--- config.mk ---
export PLATFORM = sky130hd
export DESIGN_NAME = irq_entry_seq
export DESIGN_NICKNAME = d
export VERILOG_FILES = /design/src/rtl/irq_seq_pkg.sv /design/src/rtl/irq_ext_align.sv /design/src/rtl/irq_recog.sv /design/src/rtl/irq_entry_fsm.sv /design/src/rtl/irq_entry_seq.sv
export SDC_FILE = /design/constraint.sdc
export NUM_CORES = 1
export LEC_CHECK = 0
export BUFFER_PORTS_ARGS = -buffer_cell sky130_fd_sc_hd__buf_2
export CORE_AREA = 10 10 47 49
export DETAILED_ROUTE_END_ITERATION = 8
export DIE_AREA = 0 0 57 59
export GPL_TIMING_DRIVEN = 0
export PLACE_DENSITY = 0.69
export SYNTH_ARGS = -nofsm -noshare
export SYNTH_HDL_FRONTEND = slang
export SYNTH_SLANG_ARGS = --single-unit
--- constraint.sdc ---
create_clock -name clk -period 2.05 [get_ports clk]
set_clock_uncertainty 0.2 [all_clocks]
set_input_delay 0.3075 -clock clk [delete_from_list [all_inputs] [get_ports clk]]
set_output_delay 0.3075 -clock clk [all_outputs]
set_load 0.03 [all_outputs]
--- src/rtl/irq_seq_pkg.sv ---
package irq_seq_pkg;
    localparam int QUARTERS = 4;
    localparam int PH_W     = $clog2(QUARTERS);
    localparam logic [PH_W-1:0] PH_FIRST = '0;
    localparam logic [PH_W-1:0] PH_LAST  = PH_W'(QUARTERS - 1);

    typedef enum logic [1:0] {
        ST_IDLE  = 2'd0,
        ST_DRAIN = 2'd1,
        ST_PUSH  = 2'd2,
        ST_VECT  = 2'd3
    } entry_state_e;
endpackage

--- src/rtl/irq_ext_align.sv ---
module irq_ext_align
    import irq_seq_pkg::*;
#(
    parameter int SYNC_STAGES = 2
) (
    input  logic            clk,
    input  logic            rst_n,
    input  logic [PH_W-1:0] phase,
    input  logic            ext_raw,
    output logic            ext_aligned
);
    logic [SYNC_STAGES-1:0] chain;

    generate
        for (genvar s = 0; s < SYNC_STAGES; s++) begin : g_stage
            if (s == 0) begin : g_first
                always_ff @(posedge clk or negedge rst_n) begin
                    if (!rst_n) chain[0] <= 1'b0;
                    else        chain[0] <= ext_raw;
                end
            end else begin : g_next
                always_ff @(posedge clk or negedge rst_n) begin
                    if (!rst_n) chain[s] <= 1'b0;
                    else        chain[s] <= chain[s-1];
                end
            end
        end
    endgenerate

    // load only at the edge ending Q4, so a request is fixed to one cycle boundary
    always_ff @(posedge clk or negedge rst_n) begin
        if (!rst_n)                ext_aligned <= 1'b0;
        else if (phase == PH_LAST) ext_aligned <= chain[SYNC_STAGES-1];
    end

    // the aligned request changes only on a cycle boundary
    a_r7_align_on_boundary: assert property (@(posedge clk) disable iff (!rst_n)
        !$stable(ext_aligned) |-> $past(phase) == PH_LAST);
endmodule

--- src/rtl/irq_recog.sv ---
module irq_recog
    import irq_seq_pkg::*;
(
    input  logic            clk,
    input  logic            rst_n,
    input  logic [PH_W-1:0] phase,
    input  logic            req_ext,
    input  logic            req_int,
    input  logic            gie,
    input  logic            two_cyc,
    input  logic            fsm_idle,
    input  logic            take,
    output logic            pending,
    output logic            dead_req
);
    logic accept;

    always_comb begin
        accept = (phase == PH_FIRST) && fsm_idle && !pending && gie && (req_ext || req_int);
    end

    always_ff @(posedge clk or negedge rst_n) begin
        if (!rst_n) begin
            pending  <= 1'b0;
            dead_req <= 1'b0;
        end else if (accept) begin
            pending  <= 1'b1;
            dead_req <= !two_cyc;
        end else if (take) begin
            pending  <= 1'b0;
        end
    end

    // a pending request is never accepted again before the machine takes it
    a_r9_single_accept: assert property (@(posedge clk) disable iff (!rst_n)
        (pending && !take) |=> pending);
endmodule

--- src/rtl/irq_entry_fsm.sv ---
module irq_entry_fsm
    import irq_seq_pkg::*;
(
    input  logic            clk,
    input  logic            rst_n,
    input  logic [PH_W-1:0] phase,
    input  logic            pending,
    input  logic            dead_req,
    input  logic            reti,
    output logic            fsm_idle,
    output logic            take,
    output logic            vec_load,
    output logic            ret_push,
    output logic            gie_clr,
    output logic            dead_cyc,
    output logic            stk_pop,
    output logic            gie_set
);
    entry_state_e state, state_nx;
    logic         q4;

    always_comb q4 = (phase == PH_LAST);

    always_ff @(posedge clk or negedge rst_n) begin
        if (!rst_n) state <= ST_IDLE;
        else        state <= state_nx;
    end

    always_comb begin
        state_nx = state;
        if (q4) begin
            unique case (state)
                ST_IDLE:  if (pending) state_nx = ST_DRAIN;
                ST_DRAIN: state_nx = ST_PUSH;
                ST_PUSH:  state_nx = ST_VECT;
                ST_VECT:  state_nx = ST_IDLE;
            endcase
        end
    end

    always_comb begin
        fsm_idle = 1'b0;
        take     = 1'b0;
        vec_load = 1'b0;
        ret_push = 1'b0;
        gie_clr  = 1'b0;
        dead_cyc = 1'b0;
        stk_pop  = 1'b0;
        gie_set  = 1'b0;
        unique case (state)
            ST_IDLE: begin
                fsm_idle = 1'b1;
                take     = pending && q4;
                stk_pop  = reti && q4;
                gie_set  = reti && q4;
            end
            ST_DRAIN: dead_cyc = dead_req;
            ST_PUSH: begin
                ret_push = q4;
                gie_clr  = q4;
            end
            ST_VECT: vec_load = q4;
        endcase
    end

    // strobes only in the last quarter
    a_r2_strobe_on_q4: assert property (@(posedge clk) disable iff (!rst_n)
        (vec_load || ret_push || stk_pop || gie_set || gie_clr) |-> phase == PH_LAST);
    // an inserted dead cycle covers the whole instruction cycle
    a_r4_dead_whole_cycle: assert property (@(posedge clk) disable iff (!rst_n)
        (dead_cyc && phase != PH_LAST) |=> dead_cyc);
endmodule

--- src/rtl/irq_entry_seq.sv ---
module irq_entry_seq
    import irq_seq_pkg::*;
#(
    parameter int              PC_W        = 13,
    parameter logic [PC_W-1:0] VEC_ADDR    = PC_W'(4),
    parameter int              SYNC_STAGES = 2
) (
    input  logic            clk,
    input  logic            rst_n,
    input  logic [PH_W-1:0] phase,
    input  logic            ext_irq,
    input  logic            int_irq,
    input  logic            gie,
    input  logic            two_cyc,
    input  logic            reti,
    output logic            vec_load,
    output logic [PC_W-1:0] vec_addr,
    output logic            ret_push,
    output logic            gie_clr,
    output logic            dead_cyc,
    output logic            stk_pop,
    output logic            gie_set
);
    logic ext_al, pending, dead_req, fsm_idle, take;

    irq_ext_align #(.SYNC_STAGES(SYNC_STAGES)) u_align (
        .clk(clk), .rst_n(rst_n), .phase(phase),
        .ext_raw(ext_irq), .ext_aligned(ext_al)
    );

    irq_recog u_recog (
        .clk(clk), .rst_n(rst_n), .phase(phase),
        .req_ext(ext_al), .req_int(int_irq), .gie(gie), .two_cyc(two_cyc),
        .fsm_idle(fsm_idle), .take(take),
        .pending(pending), .dead_req(dead_req)
    );

    irq_entry_fsm u_fsm (
        .clk(clk), .rst_n(rst_n), .phase(phase),
        .pending(pending), .dead_req(dead_req), .reti(reti),
        .fsm_idle(fsm_idle), .take(take),
        .vec_load(vec_load), .ret_push(ret_push), .gie_clr(gie_clr),
        .dead_cyc(dead_cyc), .stk_pop(stk_pop), .gie_set(gie_set)
    );

    always_comb vec_addr = VEC_ADDR;

    // the vector load follows the push by exactly one instruction cycle
    a_r3_push_to_vector: assert property (@(posedge clk) disable iff (!rst_n)
        vec_load |-> $past(ret_push, 4));
    // the push happens while the enable is still set
    a_r5_push_needs_gie: assert property (@(posedge clk) disable iff (!rst_n)
        ret_push |-> gie);
    // the vector address presented with the load is the fixed one
    a_r6_vector_fixed: assert property (@(posedge clk) disable iff (!rst_n)
        vec_load |-> vec_addr == VEC_ADDR);
endmodule

==> metrics.md <==
| Metric | Value |
|---|---|
| Status | `finished clean` |
| RSZ-0062 raised after global routing | `false` |
| Synth unique cells | `19` |
| Most frequent cell after synthesis | `buf_4` |
| Grt total ovfl | `0` |
| Crit path required time | `1540 ps` |
| Drt total wl | `965 um` |
| Mapped cell area | `~490 um^2` |
| Worst path max stage delay | `390 ps` |
| FF-to-FF Start | `u_fsm.state[0]$_DFFE_PN0P_` |
| CP max-delay cell | `dfrtp_1` |
| GPL Wtd Cong | `slightly below 0.7` |
| Fin crit period | `just under 2000 ps` |
| Design area | `674 um^2` |
| # DRC | `0` |
| CP startpoint | `u_fsm.state[0]$_DFFE_PN0P_` |
| Setup ws final | `99.6 ps` |
| Leak | `0.390 nW` |
| Core ar. | `about 1400 um^2` |
| Die W | `57 um` |
| Beginning of the worst hold path | `two_cyc` |
| Worst reg2reg setup slack | `520 ps` |
| Crit Path Category | `reg -> out` |
| First-pass GRT wire length | `1460 um` |
| Pre-CTS WS | `300 ps` |
| Final setup TNS | `0 ps` |
| Async set or reset register ratio after synthesis | `1.00` |
| GRT Resource Usage Total | `0.0537` |
| Clock sinks | `7` |
| Max IR drop VDD | `446 uV` |
| WHS | `around 48 ps` |
| Vias in the first global route | `370` |
| Clk Latency, worst-skew pair | `approximately 240 ps` |
| Fin. max-slew vios | `0` |
| Drt first pass iters | `5` |
| Post-synth top flop | `dfrtp_1` |
| WL/cell | `10.1 um` |
| Post-DP Area | `a little over 600 um^2` |
| TritonCTS clock tree | `built` |
| Initial antenna violation count | `0` |
| Placement Rows | `14` |
| Nets | `95` |
| Crit path DAT | `1440 ps` |
| DP HPWL | `897 um` |
| Layout cells sized above 1 | `0.463` |
| Starting Density | `0.351` |
| Gate Count Post-Synth | `around 50` |
| Setup crit end kind | `primary output` |
| Commonest cells in the netlist | `15 x buf_4, 7 x dfrtp_1, 5 x ha_1` |
| Syn_area_per_cell | `10.0 um^2` |
| Type of the most critical hold path | `in -> reg` |
| I/O pins | `28` |
| Tcrit/Tclk final | `0.951` |
| Worst-path fanout max | `4` |
| Vias | `about 370` |
| Fmax | `513 MHz` |
| ANT cells | `0` |
| Post-CTS Setup Inserts | `0` |
| Initial DRC count | `5` |
| Synth top area cells | `dfrtp_1 36%, buf_4 23%, ha_1 13%` |
| Seq cells post-synth | `7` |
| Synth top area share | `0.356` |
| Cells after DPL | `90` |
| Total CTS buffers | `3` |
| Final hold vios | `0` |
| H-tree Lvls | `1` |
| Cell taking the most area after synthesis | `dfrtp_1` |
| Post-route insts no fill | `96` |
| Die area | `between 3000 and 4000 um^2` |
| Clock-pin slew on the worst setup and hold paths | `50 ps` |
| Largest net degree at the start of global routing | `8` |
| EDFF count, synth | `0` |
| Crit path cell chain | `inv_1 > ha_2 > nand2_1 > nor2_1 > buf_4 > clkbuf_4` |
| Clock root buffer | `clkbuf_4` |
| Worst-case reg-to-reg path depth | `4` |
| Die Ht | `~59 um` |
| Number of nets with antenna violations after routing | `0` |
| CP startpoint kind | `flop` |
| Vias/cell | `slightly below 4` |
| Yosys warnings | `0` |
| Pwr Density | `913 nW/um^2` |
| Maxcap violations | `0` |
| CTS Buffer Depth | `2` |
| Crit path capture | `stk_pop` |
| Port Buffer Count | `14` |
| Setup Viol. Count Final | `0` |
| Post-synthesis sequential area ratio | `0.356` |
| Worst r2r dst | `u_fsm.state[1]$_DFFE_PN0P_` |
| Area growth from synthesis to layout | `37.2%` |
## area by class of cell
class,instances,area [um^2]
clock buffers,4,26.3
inverters,3,11.3
multi-input cells,35,236
fillers,152,727
well taps,16,20.0
flip-flops and latches,7,175
repair buffers,16,92.6
plain buffers,15,113
## routing by layer
layer / global-route usage / routed length (um) / share of wire / up-vias
met5: 0 / 0 / 0 / -
met3: 0.0322 / 146 / 0.15 / 0
met4: 0.0403 / 0 / 0 / 0
li1: - / - / - / 195
met2: 0.0946 / 496 / 0.51 / 20
met1: 0.0428 / 322 / 0.33 / 156
## cell usage in the layout, fill, tap and decap left out
| cell | Yosys | final |
|---|---|---|
| nand4bb_1 | 1 | 1 |
| conb_1 | 2 | 13 |
| inv_1 | 3 | 3 |
| mux2i_1 | 1 | 1 |
| o31ai_1 | 1 | 1 |
| o21bai_1 | 1 | 1 |
| buf_2 | 0 | 13 |
| and2_1 | 1 | 1 |
| o21ai_0 | 2 | 2 |
| nand2_2 | 1 | 1 |
| ha_1 | 5 | 4 |
| ha_2 | 0 | 1 |
| clkbuf_1 | 0 | 1 |
| dfrtp_1 | 7 | 7 |
| dlygate4sd3_1 | 0 | 2 |
| nor2_1 | 2 | 2 |
| a31o_2 | 1 | 1 |
| nand2_1 | 1 | 1 |
| a21oi_2 | 1 | 1 |
| buf_4 | 15 | 15 |
| mux2_2 | 1 | 1 |
| mux2_1 | 1 | 1 |
| and3_1 | 2 | 2 |
| clkbuf_4 | 0 | 4 |
## what timing repair did
item	4_1_cts	5_1_grt
endpoints found under the setup margin	0	1
endpoints found under the hold margin	8	0
hold buffers	2	0
gates resized for setup	0	2
## cells by family after synthesis
kind of cell / after synthesis / synth area share
compound gates: 6 / 0.0865
fa+ha+maj: 5 / 0.127
buf+inv: 18 / 0.252
flops: 7 / 0.356
mux: 3 / 0.0662
other cells: 2 / 0.0153
simple gates: 8 / 0.0967
## critical path: cells and delay by family, from the launching register on
| kind | cells | cell delay [ps] |
|---|---|---|
| and+or+nand+nor | 2 | 160 |
| DFF | 1 | 390 |
| adders and majority gates | 1 | 230 |
| buffers and inverters | 3 | 420 |
## flip-flops by register name (all words and copies together) (netlist names)
| name | flops |
|---|---|
| u_recog.pending | 1 |
| u_align.chain | 2 |
| u_fsm.state | 2 |
| u_align.ext_aligned | 1 |
| u_recog.dead_req | 1 |
## how the worst min path moves through the flow
stage                                              end  cells past startpoint
final                     u_recog.dead_req$_DFFE_PN0P_                      2
after global routing      u_recog.dead_req$_DFFE_PN0P_                      2
after CTS                 u_recog.dead_req$_DFFE_PN0P_                      2
after detailed placement    u_align.chain[1]$_DFF_PN0_                      1
after global placement      u_align.chain[0]$_DFF_PN0_                      1
after floorplan             u_align.chain[0]$_DFF_PN0_                      0
## report_power, final
group / internal, mW / switching, mW / total [mW]
logic: 0.119 / 0.168 / 0.286
clock network: 0.0738 / 0.0443 / 0.118
registers: 0.184 / 0.0274 / 0.211
## through the flow
stage,utilization,power [mW]
final,0.481,0.615
after global routing,0.481,0.675
after global placement,0.445,0.484
after floorplan,-,0.433
after detailed placement,0.445,0.499
after CTS,0.478,0.624
Note: power is estimated with default switching activity, not from simulation.
